--- src/rtl/clkctl_pkg.sv ---
`timescale 1ns/1ps
package clkctl_pkg;

    parameter int ADDR_W = 10;
    parameter int DATA_W = 32;
    parameter int NREG   = 5;

    // writable register slots
    parameter int IDX_PLL  = 0;
    parameter int IDX_CTL0 = 1;
    parameter int IDX_CTL1 = 2;
    parameter int IDX_EN   = 3;
    parameter int IDX_FRC  = 4;

    parameter logic [ADDR_W-1:0] A_PLL   = 10'h0B0;
    parameter logic [ADDR_W-1:0] A_CTL0  = 10'h0B1;
    parameter logic [ADDR_W-1:0] A_CTL1  = 10'h0B2;
    parameter logic [ADDR_W-1:0] A_STRAP = 10'h0B4;
    parameter logic [ADDR_W-1:0] A_IDENT = 10'h0B5;
    parameter logic [ADDR_W-1:0] A_EN    = 10'h0B9;
    parameter logic [ADDR_W-1:0] A_FRC   = 10'h0BA;
    parameter logic [ADDR_W-1:0] A_STAT  = 10'h0BB;

    parameter logic [ADDR_W-1:0] SLOT_ADDR [NREG] = '{A_PLL, A_CTL0, A_CTL1, A_EN, A_FRC};
    parameter logic [DATA_W-1:0] SLOT_MASK [NREG] =
        '{32'hFFF7_7C3F, 32'h0FFF_FFFE, 32'h0080_0000, 32'hBFFC_0000, 32'hBFFC_0000};
    parameter logic [DATA_W-1:0] SLOT_RST  [NREG] =
        '{32'h0000_0000, 32'h0000_003C, 32'h2B0D_8800, 32'h0000_0000, 32'h0000_0000};

    parameter logic [DATA_W-1:0] IDENT_VAL = 32'h4205_1049;
    parameter logic [DATA_W-1:0] STAT_KEEP = 32'hFFFF_0000;

    typedef enum logic [1:0] {
        ST_LOAD = 2'd0,
        ST_KICK = 2'd1,
        ST_RUN  = 2'd2
    } seq_state_t;

endpackage

--- src/rtl/clkctl_strap_decode.sv ---
`timescale 1ns/1ps
module clkctl_strap_decode
    import clkctl_pkg::*;
(
    input  logic [DATA_W-1:0] strap_i,
    output logic [DATA_W-1:0] pll_o
);

    logic unused_strap;
    assign unused_strap = ^{strap_i[20:19], strap_i[16:0]};

    always_comb begin
        pll_o = 32'h8000_0000;
        unique case (strap_i[31:30])
            2'd0: pll_o[31]    = 1'b0;
            2'd1: pll_o[18:16] = 3'd5;
            2'd2: pll_o[18:16] = 3'd4;
            2'd3: pll_o[18:16] = 3'd2;
        endcase
        pll_o[23:20] = {2'b00, strap_i[29:28]} + 4'd1;
        pll_o[27:26] = strap_i[24:23];
        pll_o[25:24] = strap_i[18:17];
        pll_o[11:10] = strap_i[22:21];
        case (strap_i[27:25])
            3'd2:    pll_o[4:0] = 5'h13;
            3'd4:    pll_o[4:0] = 5'h15;
            3'd5:    pll_o[4:0] = 5'h16;
            default: ;
        endcase
    end

endmodule

--- src/rtl/clkctl_maskreg.sv ---
`timescale 1ns/1ps
module clkctl_maskreg #(
    parameter int          W    = 32,
    parameter logic [W-1:0] MASK = '1,
    parameter logic [W-1:0] RST  = '0
) (
    input  logic         clk,
    input  logic         rst_n,
    input  logic         load_i,
    input  logic [W-1:0] load_val_i,
    input  logic         wr_i,
    input  logic [W-1:0] wr_val_i,
    output logic [W-1:0] q_o
);

    always_ff @(posedge clk or negedge rst_n) begin
        if (!rst_n) begin
            q_o <= RST;
        end else if (load_i) begin
            q_o <= load_val_i;
        end else if (wr_i) begin
            q_o <= wr_val_i & MASK;
        end
    end

endmodule

--- src/rtl/clkctl_seq.sv ---
`timescale 1ns/1ps
module clkctl_seq
    import clkctl_pkg::*;
(
    input  logic       clk,
    input  logic       rst_n,
    input  logic       ratio_wr_i,
    output seq_state_t state_o,
    output logic       load_o,
    output logic       bus_en_o,
    output logic       recompute_o
);

    seq_state_t state_q, state_d;

    always_ff @(posedge clk or negedge rst_n) begin
        if (!rst_n) state_q <= ST_LOAD;
        else        state_q <= state_d;
    end

    always_comb begin
        state_d = state_q;
        unique case (state_q)
            ST_LOAD: state_d = ST_KICK;
            ST_KICK: state_d = ratio_wr_i ? ST_KICK : ST_RUN;
            ST_RUN:  state_d = ratio_wr_i ? ST_KICK : ST_RUN;
        endcase
    end

    always_comb begin
        load_o      = 1'b0;
        bus_en_o    = 1'b1;
        recompute_o = 1'b0;
        unique case (state_q)
            ST_LOAD: begin
                load_o   = 1'b1;
                bus_en_o = 1'b0;
            end
            ST_KICK: recompute_o = 1'b1;
            ST_RUN:  ;
        endcase
    end

    assign state_o = state_q;

endmodule

--- src/rtl/clkctl_readmux.sv ---
`timescale 1ns/1ps
module clkctl_readmux
    import clkctl_pkg::*;
(
    input  logic              rd_i,
    input  logic [ADDR_W-1:0] addr_i,
    input  logic [DATA_W-1:0] slot_i [NREG],
    input  logic [DATA_W-1:0] strap_q_i,
    output logic [DATA_W-1:0] rdata_o
);

    logic [DATA_W-1:0] stat_w;
    assign stat_w = ~(slot_i[IDX_EN] | slot_i[IDX_FRC]) & STAT_KEEP;

    always_comb begin
        rdata_o = '0;
        if (rd_i) begin
            case (addr_i)
                A_PLL:   rdata_o = slot_i[IDX_PLL];
                A_CTL0:  rdata_o = slot_i[IDX_CTL0];
                A_CTL1:  rdata_o = slot_i[IDX_CTL1];
                A_STRAP: rdata_o = strap_q_i;
                A_IDENT: rdata_o = IDENT_VAL;
                A_EN:    rdata_o = slot_i[IDX_EN];
                A_FRC:   rdata_o = slot_i[IDX_FRC];
                A_STAT:  rdata_o = stat_w;
                default: rdata_o = '0;
            endcase
        end
    end

endmodule

--- src/rtl/clkctl_regfile.sv ---
`timescale 1ns/1ps
module clkctl_regfile
    import clkctl_pkg::*;
(
    input  logic              clk,
    input  logic              rst_n,
    input  logic [DATA_W-1:0] strap_i,
    input  logic [ADDR_W-1:0] bus_addr_i,
    input  logic              bus_rd_i,
    input  logic              bus_wr_i,
    input  logic [DATA_W-1:0] bus_wdata_i,
    output logic [DATA_W-1:0] bus_rdata_o,
    output logic              recompute_o
);

    seq_state_t        state_q;
    logic              load_w;
    logic              bus_en_w;
    logic              ratio_wr_w;
    logic [NREG-1:0]   slot_wr_w;
    logic [DATA_W-1:0] slot_q [NREG];
    logic [DATA_W-1:0] pll_rst_w;
    logic [DATA_W-1:0] strap_q;
    logic [DATA_W-1:0] ctl1_q;

    clkctl_strap_decode u_dec (
        .strap_i (strap_i),
        .pll_o   (pll_rst_w)
    );

    clkctl_maskreg #(.W(DATA_W), .MASK('0), .RST('0)) u_strap (
        .clk        (clk),
        .rst_n      (rst_n),
        .load_i     (load_w),
        .load_val_i (strap_i),
        .wr_i       (1'b0),
        .wr_val_i   ('0),
        .q_o        (strap_q)
    );

    for (genvar g = 0; g < NREG; g++) begin : g_slot
        assign slot_wr_w[g] = bus_wr_i && bus_en_w && (bus_addr_i == SLOT_ADDR[g]);
        clkctl_maskreg #(.W(DATA_W), .MASK(SLOT_MASK[g]), .RST(SLOT_RST[g])) u_reg (
            .clk        (clk),
            .rst_n      (rst_n),
            .load_i     ((g == IDX_PLL) ? load_w : 1'b0),
            .load_val_i (pll_rst_w),
            .wr_i       (slot_wr_w[g]),
            .wr_val_i   (bus_wdata_i),
            .q_o        (slot_q[g])
        );
    end

    assign ratio_wr_w = slot_wr_w[IDX_PLL] | slot_wr_w[IDX_CTL0] | slot_wr_w[IDX_CTL1];
    assign ctl1_q     = slot_q[IDX_CTL1];

    clkctl_seq u_seq (
        .clk         (clk),
        .rst_n       (rst_n),
        .ratio_wr_i  (ratio_wr_w),
        .state_o     (state_q),
        .load_o      (load_w),
        .bus_en_o    (bus_en_w),
        .recompute_o (recompute_o)
    );

    clkctl_readmux u_rd (
        .rd_i      (bus_rd_i),
        .addr_i    (bus_addr_i),
        .slot_i    (slot_q),
        .strap_q_i (strap_q),
        .rdata_o   (bus_rdata_o)
    );

endmodule

--- config.mk ---
export PLATFORM = sky130hd
export DESIGN_NAME = clkctl_regfile
export DESIGN_NICKNAME = d
export VERILOG_FILES = /design/src/rtl/clkctl_pkg.sv /design/src/rtl/clkctl_strap_decode.sv /design/src/rtl/clkctl_maskreg.sv /design/src/rtl/clkctl_seq.sv /design/src/rtl/clkctl_readmux.sv /design/src/rtl/clkctl_regfile.sv
export SDC_FILE = /design/constraint.sdc
export NUM_CORES = 1
export LEC_CHECK = 0
export BUFFER_PORTS_ARGS = -buffer_cell sky130_fd_sc_hd__clkbuf_2
export CORE_ASPECT_RATIO = 1.2
export CORE_MARGIN = 2
export CORE_UTILIZATION = 35
export DETAILED_ROUTE_END_ITERATION = 6
export MAX_ROUTING_LAYER = met4
export PLACE_DENSITY = 0.56
export SLEW_MARGIN = 20
export SYNTH_ARGS = -nofsm -noshare
export SYNTH_HDL_FRONTEND = slang
export SYNTH_SLANG_ARGS = --single-unit
--- constraint.sdc ---
create_clock -name clk -period 3.99 [get_ports clk]
set_input_delay 0.798 -clock clk [delete_from_list [all_inputs] [get_ports clk]]
set_output_delay 0.798 -clock clk [all_outputs]
set_load 0.05 [all_outputs]
After elaboration in Yosys (flattened, before gate mapping)
Cells that the tools add are included.
{ "word_totals": {"out_inout_bits": 33, "reg_bits": 129, "word_cells": 50, "inputBits": 78} }
{ "classes": {"n_addsub": 1, "reduce_logical": 10, "bitwise": 4, "n_mux": 12, "eq_ne": 16} }
{ "ops": {"columns": ["op", "n"], "rows": [
  ["$pmux W32 S8", 1],
  ["$mux W32", 3],
  ["$eq A10 B8 Y1 const B", 8],
  ["$not A32 Y32", 1],
  ["$or A32 B32 Y32", 1],
  ["$pmux W5 S3", 1],
  ["$pmux W3 S3", 1],
  ["$eq A2 B2 Y1 const B", 3],
  ["$eq A3 B3 Y1 const B", 2],
  ["$logic_and A1 B1 Y1", 6],
  ["$eq A2 B1 Y1 const B", 2],
  ["$logic_not A2 Y1", 2],
  ["$mux W1", 4],
  ["$pmux W2 S2", 1],
  ["$add A2 B1 Y3 const B", 1],
  ["$eq A3 B2 Y1 const B", 1],
  ["$mux W2", 1],
  ["$or A1 B1 Y1", 2],
  ["$reduce_bool A2 Y1", 1],
  ["$reduce_or A2 Y1", 1]
]} }

Logic depth before layout (Yosys ltp)
Gate-level depths: netlist (run 1).
{ "logic_depth": {"ltp_word": 8, "mapped_depth": 9, "mapped_depth_nobuf": 6} }

Modules after synthesis
A second synthesis (run 1) with hierarchy kept.
{ "unflattened": {"hier_cells": 938, "hier_area_um2": 10263.6} }
{ "by_module_without_submodules": {"columns": ["module", "area_each_um2", "seq_area_each_um2", "cells_per_inst", "n_inst"], "rows": [
  ["clkctl_maskreg at g_slot[3].u_reg ...", 1308.8, 800.8, 99, 2],
  ["clkctl_readmux", 1921.8, 0.0, 277, 1],
  ["clkctl_maskreg at g_slot[1].u_reg", 1452.6, 805.8, 129, 1],
  ["clkctl_maskreg at g_slot[0].u_reg", 1426.4, 800.8, 126, 1],
  ["clkctl_maskreg at g_slot[2].u_reg", 1173.6, 812.0, 74, 1],
  ["clkctl_maskreg at u_strap", 1173.6, 800.8, 72, 1],
  ["clkctl_strap_decode", 274.0, 0.0, 36, 1],
  ["clkctl_regfile", 112.6, 0.0, 16, 1],
  ["clkctl_seq", 111.4, 50.0, 10, 1]
]} }

Least setup slack after synthesis (run 1)
Ideal clock, no wire load.
{ "synth_path": {"path_type": "input -> output", "start": "input bus_addr_i[1]", "end": "output bus_rdata_o[11]", "arrival_ns": 2.987, "t_required_ns": 3.192, "n_path_buf": 2, "path_stages": 6, "path_slack_ns": 0.205, "cell_sequence": "clkbuf_1 > nor4b_2 > nor3b_1 > clkbuf_1 > nand2_1 > a21oi_1"} }
{ "synth_via": {"elab_chain_cells": 3, "elab_cells_between_ends": 10, "cone_classes": "eq/ne (8); mux (2)"} }
{ "synth_rtl": {"columns": ["item", "line_no", "text"], "rows": [
  ["start, declared", "clkctl_regfile.sv:8", "input logic [ADDR_W-1:0] bus_addr_i,"],
  ["$eq A10 B8 Y1", "clkctl_readmux.sv:18", "case (addr_i)"],
  ["$pmux W32 S8 (*)", "clkctl_readmux.sv:18", null],
  ["$mux W32 (*)", "clkctl_readmux.sv:17", "if (rd_i) begin"],
  ["end, declared", "clkctl_regfile.sv:12", "output logic [DATA_W-1:0] bus_rdata_o,"]
]} }
Mark *: on every way between the ends. The rest lies on a longest branch, timed or not.

Worst setup path after layout (run 1)
{ "layout_path": {"start": "input bus_addr_i[6]", "end": "output bus_rdata_o[27]"} }
The elaborated chain is that of the path after synthesis.

==> impl_metrics.tcl, run 1 <==
set metrics [dict create \
    worstPathRequired_ps 3190 \
    synth_area_per_cell_um2 11.4 \
    maxClockFrequency_ghz 0.276 \
    crit_chain "clkbuf_2 -> or4b_1 -> nor2_1 -> o211ai_1 -> buf_12 -> a41oi_1 -> buf_12" \
    nets 729 \
    gp_congestion 0.849 \
    start_util 0.358 \
    grt_max_degree 112 \
    synthTopCellsByArea "dfrtp_1, mux2_2, clkbuf_1, dfstp_2, a22oi_1" \
    die_y_um 148 \
    cts-hold-fix-buffers 0 \
    clk_latency_ps 420 \
    clock_skew_ps 5.53 \
    syn_nets 615 \
    cts_buffers 17 \
    grt_use_total 0.212 \
    slew_headroom 0.435 \
    criticalPathCategory "input port to output pin" \
    worstSetupStartpointType "input port" \
    seq_area_um2 2880 \
    drv_cap 0 \
    hp-class "input port to asynchronous set/reset pin" \
    cp_max_fo 25 \
    dpl.hpwl_um 12500 \
    ys_ff_latch 115 \
    cpMostUsedCell "buf_12" \
    critical_path_arrival_ps 2820 \
    critPathSlowestCell "or4b_1" \
    async_flop_share 1.00 \
    drive_above_1_share 0.465 \
    r2r_end "g_slot[3].u_reg.q_o[22]" \
    totalWireLength_um 17800 \
    post_cts_resized 0 \
    p_leak_uw 0.00358 \
    cts_max_level 4 \
    n_antenna_cell 0 \
    hold_ws_ps 176 \
    cts-root-buf "clkbuf_16" \
    synth.distinct_cells 53 \
    grt_pass1_vias 5084 \
    ys_seq_area_frac 0.478 \
    path_clk_slew_ps 50 \
    dr.pass1.iters 5 \
    die_area_um2 18300 \
    syn_area_um2 6030 \
    gr-total-overflow 0 \
    die_w_um 124 \
    post-cts-setup-buffers 0 \
    post_drt_wl_per_cell_um 20.4 \
    drt_iter0_markers 295 \
    max_stage_delay_ps 600 \
    finalMaxSlewViolations 0 \
    yosysTopAreaCell "dfrtp_1" \
    power_density_nw_per_um2 515 \
    antenna_found_initial 0 \
    ioPinCount 111 \
    min_period_ps 3620 \
    min_period_over_period 0.907 \
    outcome "completed" \
    rsz0062_at_grt "false" \
    grt_first_pass_wirelength_um 28300 \
    peakVddDrop_mv 0.317 \
    yosysWarnings 0 \
    yosysMostFrequentCell "mux2_2" \
    viasPerCell 5.45 \
    cts_buffer_depth 2 \
    hold_viol 0 \
    synth_edf_count 0 \
    cts_tree "built" \
    postRouteAntennaNets 0 \
    nFillCells 1546 \
    synthFlopType "dfrtp_1" \
    placementRows 52 \
    tightest_slew_ps 845 \
    area_growth_pct 32.4 \
    core_um2 16900 \
    critPathCaptureType "output pin" \
    setup_viol 0 \
    multi_input_area_um2 2950 \
    r2r_slack_ps 1670 \
    r2r_start "u_seq.state_o[0]" \
    reg2regPathDepth 7 \
    drc 0 \
    synth_common_cells "mux2_2, dfrtp_1, clkbuf_1" \
    tns_ps 0 \
    synth_cells 531 \
    synth.top_cell.area_share 0.456 \
    num_vias 4759 \
    io_buffers 110 \
    cts.sinks 115 \
]
[registers in the layout, summed over array words and instances, names as in the netlist]
signal	count
g_slot.u_reg.q_o	81
u_seq.state_o	2
u_strap.q_o	32
[kinds of logic after synthesis]
logic type | synth area share
compound gates | 0.119
xor+xnor | 0.00145
fa+ha+maj | 0.0124
buf+inv | 0.0361
flops | 0.478
mux | 0.239
simple gates | 0.114
[layout make-up]
cell class | instances | share of cell area
Timing Repair Buffer | 137 | 0.152
Multi-Input combinational cell | 364 | 0.370
Clock buffer | 19 | 0.0555
Inverter | 10 | 0.00470
Clock inverter | 13 | 0.0229
Tap cell | 216 | 0.0338
Sequential cell | 115 | 0.361
[metrics by stage]
| step | setup slack (ps) | instances | total power, uW | cell area [um^2] | util |
|---|---|---|---|---|---|
| 4_1_cts | 395 | 874 | 4160 | 7990 | 0.474 |
| 3_3_place_gp | 460 | 842 | 2490 | 7360 | 0.437 |
| 5_1_grt | 333 | 874 | 4320 | 7990 | 0.474 |
| 3_5_place_dp | 401 | 842 | 2530 | 7360 | 0.437 |
| 2_1_floorplan | 205 | 531 | 2240 | 6030 | - |
| 6_report | 372 | 874 | 4120 | 7990 | 0.474 |
[worst max-delay path, delay by kind of cell]
family,cells,cell delay [ps]
AO/OA/AOI/OAI,2,660
AND/OR/NAND/NOR,2,780
buffers and inverters,3,560
[power by group]
part	switching, uW	internal (uW)	leakage (uW)
combinational	399	496	0.00181
clock	550	1060	0.000295
sequential	170	1440	0.00148
total	1120	3000	0.00358
[layer usage]
layer / vias up / wire, um / share of wire / track usage
met5: - / 0 / 0 / -
met2: 171 / 8920 / 0.50 / 0.338
li1: 2173 / - / - / -
met4: 0 / 268 / 0.015 / 0.0693
met1: 2394 / 7660 / 0.43 / 0.265
met3: 21 / 960 / 0.054 / 0.0475
[cells in the final DEF, fill, tap and decap left out, drive strengths merged, types with 3 or more instances in the layout]
| cell | n |
|---|---|
| nor4b | 3 |
| a32oi | 7 |
| nor2b | 5 |
| a22o | 8 |
| buf | 57 |
| clkinvlp | 4 |
| dfstp | 5 |
| mux2 | 119 |
| nor2 | 28 |
| a31oi | 4 |
| dfrtp | 110 |
| a22oi | 17 |
| or3b | 4 |
| and2 | 5 |
| a21oi | 22 |
| nor4 | 5 |
| clkbuf | 99 |
| nand2b | 16 |
| o21ai | 19 |
| nor3 | 4 |
| clkinv | 4 |
| mux2i | 8 |
| bufinv | 4 |
| nor3b | 6 |
| nand2 | 32 |
| and3 | 3 |
| nand3 | 5 |
| inv | 11 |
| o31ai | 5 |
| a21o | 4 |
| ha | 6 |
[how the worst max path moves through the flow]
stage,from,end,slack (ps)
2_1_floorplan,bus_addr_i[1],bus_rdata_o[11],210
3_3_place_gp,bus_addr_i[6],bus_rdata_o[27],460
3_5_place_dp,bus_addr_i[6],bus_rdata_o[27],400
4_1_cts,bus_addr_i[6],bus_rdata_o[27],400
5_1_grt,bus_addr_i[6],bus_rdata_o[17],330
6_report,bus_addr_i[6],bus_rdata_o[27],370
Note: power is estimated with default switching activity, not from simulation.
==> run 2: changes to the inputs <==
--- a/config.mk
+++ b/config.mk
@@ -6,12 +6,14 @@
 export NUM_CORES = 1
 export LEC_CHECK = 0
 export BUFFER_PORTS_ARGS = -buffer_cell sky130_fd_sc_hd__clkbuf_2
+export CELL_PAD_IN_SITES_DETAIL_PLACEMENT = 0
+export CELL_PAD_IN_SITES_GLOBAL_PLACEMENT = 1
 export CORE_ASPECT_RATIO = 1.2
 export CORE_MARGIN = 2
 export CORE_UTILIZATION = 35
 export DETAILED_ROUTE_END_ITERATION = 6
 export MAX_ROUTING_LAYER = met4
-export PLACE_DENSITY = 0.56
+export PLACE_DENSITY = 0.68
 export SLEW_MARGIN = 20
 export SYNTH_ARGS = -nofsm -noshare
 export SYNTH_HDL_FRONTEND = slang
==> impl_metrics.tcl, run 2 (synthesis gave the netlist of run 1 again) <==
set metrics [dict create \
    viasPerCell 5.43 \
    drt_iter0_markers 258 \
    area_growth_pct 31.9 \
    antenna_found_initial 0 \
    dpl.cell_count 847 \
    internal_power_uw 2910 \
    slew_headroom 0.445 \
    grt_use_total 0.216 \
    p_sw_frac 0.278 \
    nets 734 \
    final_core_util 0.472 \
    grt_max_degree 116 \
    worstPathRequired_ps 3190 \
    setup_viol 0 \
    postPlaceCellArea_um2 7360 \
    cp_max_fo 10 \
    cts_tree "built" \
    tns_ps 0 \
    power_density_nw_per_um2 506 \
    clk_latency_ps 420 \
    die_w_um 124 \
    multi_input_area_um2 2950 \
    drc 0 \
    hold_viol 0 \
    n_antenna_cell 0 \
    start_util 0.358 \
    nFillCells 1541 \
    peakVddDrop_mv 0.297 \
    critical_path_arrival_ps 2810 \
    grt_pass1_vias 5267 \
    maxClockFrequency_ghz 0.277 \
    design_area_um2 7960 \
    io_buffers 110 \
    combPwrFrac 0.222 \
    die_y_um 148 \
    p_sw_uw 1120 \
    min_period_ps 3610 \
    ioPinCount 111 \
    postRouteAntennaNets 0 \
    drv_cap 0 \
    die_area_um2 18300 \
    path_clk_slew_ps 50 \
    cts-hold-fix-buffers 0 \
    grt_first_pass_wirelength_um 28600 \
    cts-root-buf "clkbuf_16" \
    cts_buffers 17 \
    gr-total-overflow 0 \
    cts_max_level 4 \
    critPathCaptureType "output pin" \
    crit_chain "clkbuf_2 -> or4b_1 -> nor2_1 -> o211ai_1 -> buf_4 -> a31oi_1 -> buf_12" \
    drive_above_1_share 0.471 \
    post-cts-setup-buffers 0 \
    dpl.hpwl_um 12700 \
    outcome "completed" \
    hp-class "input port to asynchronous set/reset pin" \
    totalWireLength_um 18100 \
    finalMaxSlewViolations 0 \
    criticalPathCategory "input port to output pin" \
    placementRows 52 \
    dr.pass1.iters 4 \
    cts_buffer_depth 2 \
    seq_area_um2 2880 \
    worstSetupStartpointType "input port" \
    max_stage_delay_ps 580 \
    tightest_slew_ps 832 \
    largest-register "g_slot.u_reg.q_o" \
    clock_skew_ps 6.08 \
    gp_congestion 0.837 \
    num_vias 4773 \
    pwr-share-seq 0.401 \
    p_leak_uw 0.00359 \
    post_drt_wl_per_cell_um 20.6 \
    critPathSlowestCell "or4b_1" \
    core_um2 16900 \
    cts.sinks 115 \
    rsz0062_at_grt "false" \
    largest_register_ff_count 81 \
    p_clk_frac 0.377 \
    layout_commonest_cell "mux2_2" \
    min_period_over_period 0.904 \
    layout_common_cells "mux2_2, dfrtp_1, clkbuf_2, nand2_1, buf_4" \
    finalNonFillerCells 879 \
    post_cts_resized 0 \
]
## run 2: area by class of cell
class / instances / area share
inverter: 10 / 0.00472
sequential: 115 / 0.362
clock buffer: 20 / 0.0586
tap: 216 / 0.0340
timing repair buffer: 142 / 0.154
clock inverter: 12 / 0.0164
multi-input combinational: 364 / 0.370
## run 2: worst max-delay path, delay by kind of cell
family,cells,cell delay (ps)
buf+inv,3,580
compound gates,2,660
simple gates,2,760
## run 2: power by group through the flow
stage | sequential [uW] | clock (uW) | combinational (uW)
after floorplan | 1560 | 0 | 684
after CTS | 1610 | 1560 | 902
after detailed placement | 1630 | 0 | 897
after global placement | 1620 | 0 | 868
final | 1610 | 1520 | 893
after global routing | 1640 | 1620 | 975
## run 2: metal layers
metal,global-route usage,wire length (um),up-vias
li1,-,-,2184
met1,0.270,7710,2398
met2,0.324,8770,158
met3,0.0610,1150,33
met4,0.0949,501,0
met5,-,0,-
## run 2: through the flow
stage,total power (uW),hold slack [ps],setup slack [ps]
final,4030,455,384
after global routing,4240,502,277
after CTS,4070,488,364
after detailed placement,2530,493,369
after global placement,2490,482,464
after floorplan,2240,474,205
## run 2: final timing paths
check,startpoint,end,slack (ps),cells after the start
min in group clk,g_slot[1].u_reg.q_o[20],g_slot[1].u_reg.q_o[20],510,1
worst max-delay path,bus_addr_i[6],bus_rdata_o[23],380,7
max in group asynchronous,rst_n,g_slot[3].u_reg.q_o[25],3050,2
worst min-delay path,rst_n,u_strap.q_o[8],450,2
worst max register to register,u_seq.state_o[0],g_slot[3].u_reg.q_o[23],1830,7
worst min register to register,g_slot[1].u_reg.q_o[20],g_slot[1].u_reg.q_o[20],510,1
==> run 3: changes to the inputs <==
--- a/config.mk
+++ b/config.mk
@@ -11,6 +11,7 @@
 export CORE_ASPECT_RATIO = 1.2
 export CORE_MARGIN = 2
 export CORE_UTILIZATION = 35
+export CTS_BUF_LIST = sky130_fd_sc_hd__clkbuf_2 sky130_fd_sc_hd__clkbuf_4 sky130_fd_sc_hd__clkbuf_8
 export DETAILED_ROUTE_END_ITERATION = 6
 export MAX_ROUTING_LAYER = met4
 export PLACE_DENSITY = 0.68
==> impl_metrics.tcl, run 3 (synthesis gave the netlist of run 1 again) <==
set metrics [dict create \
    outcome "completed" \
    grt_busiest_layer "met2" \
    ioPinCount 111 \
    area_growth_pct 28.7 \
    grt_first_pass_wirelength_um 28200 \
    criticalPathCategory "input port to output pin" \
    core_um2 16900 \
    grt_max_degree 116 \
    grt_use_met2 0.317 \
    use_met3 0.0579 \
    cts-root-buf "clkbuf_8" \
    start_util 0.358 \
    cts_buffer_depth 2 \
    largest_register_ff_count 81 \
    cp_max_fo 10 \
    rsz0062_at_grt "false" \
    largest-register "g_slot.u_reg.q_o" \
    n_antenna_cell 0 \
    clock_skew_ps 7.58 \
    worstPathRequired_ps 3190 \
    finalMaxSlewViolations 0 \
    die_area_um2 18300 \
    crit_chain "clkbuf_2 -> or4b_1 -> nor2_1 -> o211ai_1 -> buf_4 -> a31oi_1 -> buf_12" \
    nets 734 \
    die_w_um 124 \
    nFillCells 1551 \
    critPathCaptureType "output pin" \
    placementRows 52 \
    hp-class "input port to asynchronous set/reset pin" \
    grt_pass1_vias 5246 \
    grt_use_total 0.211 \
    drt_iter0_markers 179 \
    cts_max_level 4 \
    worstSetupStartpointType "input port" \
    final_core_util 0.461 \
    dr.pass1.iters 5 \
    layout_commonest_cell "mux2_2" \
    p_leak_uw 0.00350 \
    gr-total-overflow 0 \
    multi_input_area_um2 2950 \
    p_total_uw 3600 \
    die_y_um 148 \
    post-place-ws_ps 369 \
    post-cts-setup-buffers 0 \
    min_period_ps 3610 \
    clk_latency_ps 440 \
    setup_ws_ps 385 \
    viasPerCell 5.42 \
    io_buffers 110 \
    postRouteAntennaNets 0 \
    setup_viol 0 \
    layout_common_cells "mux2_2, dfrtp_1, clkbuf_2, nand2_1, buf_4" \
    postPlaceCellArea_um2 7360 \
    drv_cap 0 \
    seq_area_um2 2880 \
    dpl.hpwl_um 12700 \
    power_density_nw_per_um2 463 \
    min_period_over_period 0.904 \
    drive_above_1_share 0.471 \
    hold_viol 0 \
    slew_headroom 0.463 \
    critical_path_arrival_ps 2810 \
    post_drt_wl_per_cell_um 20.3 \
    gp_congestion 0.837 \
    max_stage_delay_ps 580 \
    critPathSlowestCell "or4b_1" \
    post_cts_resized 0 \
    cts.sinks 115 \
    antenna_found_initial 0 \
    r2r_slack_ps 1820 \
    tns_ps 0 \
    cts-hold-fix-buffers 0 \
    peakVddDrop_mv 0.285 \
    drc 0 \
    totalWireLength_um 17900 \
    tightest_slew_ps 806 \
    maxClockFrequency_ghz 0.277 \
    design_area_um2 7770 \
    use_met1 0.270 \
    path_clk_slew_ps 70 \
    cts_tree "built" \
    cts_buffers 17 \
    num_vias 4765 \
]
run 3: final cells by class:
type                            instances  area share
Clock inverter                         12      0.0168
Clock buffer                           20      0.0354
Multi-Input combinational cell        364       0.379
Sequential cell                       115       0.371
Timing Repair Buffer                  142       0.158
Inverter                               10     0.00483
Tap cell                              216      0.0348
run 3: path summary, 6_finish.rpt:
path | from | end | cells after the start
setup reg to reg | u_seq.state_o[0] | g_slot[3].u_reg.q_o[23] | 7
hold reg to reg | g_slot[1].u_reg.q_o[20] | g_slot[1].u_reg.q_o[20] | 1
hold / removal | rst_n | u_strap.q_o[8] | 2
setup / recovery | bus_addr_i[6] | bus_rdata_o[23] | 7
min in group clk | g_slot[1].u_reg.q_o[20] | g_slot[1].u_reg.q_o[20] | 1
max in group asynchronous | rst_n | g_slot[4].u_reg.q_o[25] | 2
run 3: metal layers:
layer	wire [um]	vias to the layer above
met2	8620	171
met3	1050	35
li1	-	2181
met4	490	0
met5	0	-
met1	7720	2378
run 3: report_power, final:
part / switching [uW] / internal (uW) / total [uW] / leakage, uW
clock network: 495 / 604 / 1100 / 0.000205
registers: 167 / 1440 / 1610 / 0.00148
logic: 391 / 497 / 888 / 0.00182
total: 1050 / 2540 / 3600 / 0.00350
run 3: stage by stage:
step                instances  hold WS [ps]
floorplan                 531           474
global placement          847           482
detailed placement        847           493
CTS                       879           468
global route              879           469
finish                    879           440
run 3: critical path, delay by kind of cell:
| family | cells | cell delay, ps |
|---|---|---|
| AO/OA/AOI/OAI | 2 | 670 |
| buffers and inverters | 3 | 580 |
| AND/OR/NAND/NOR | 2 | 760 |
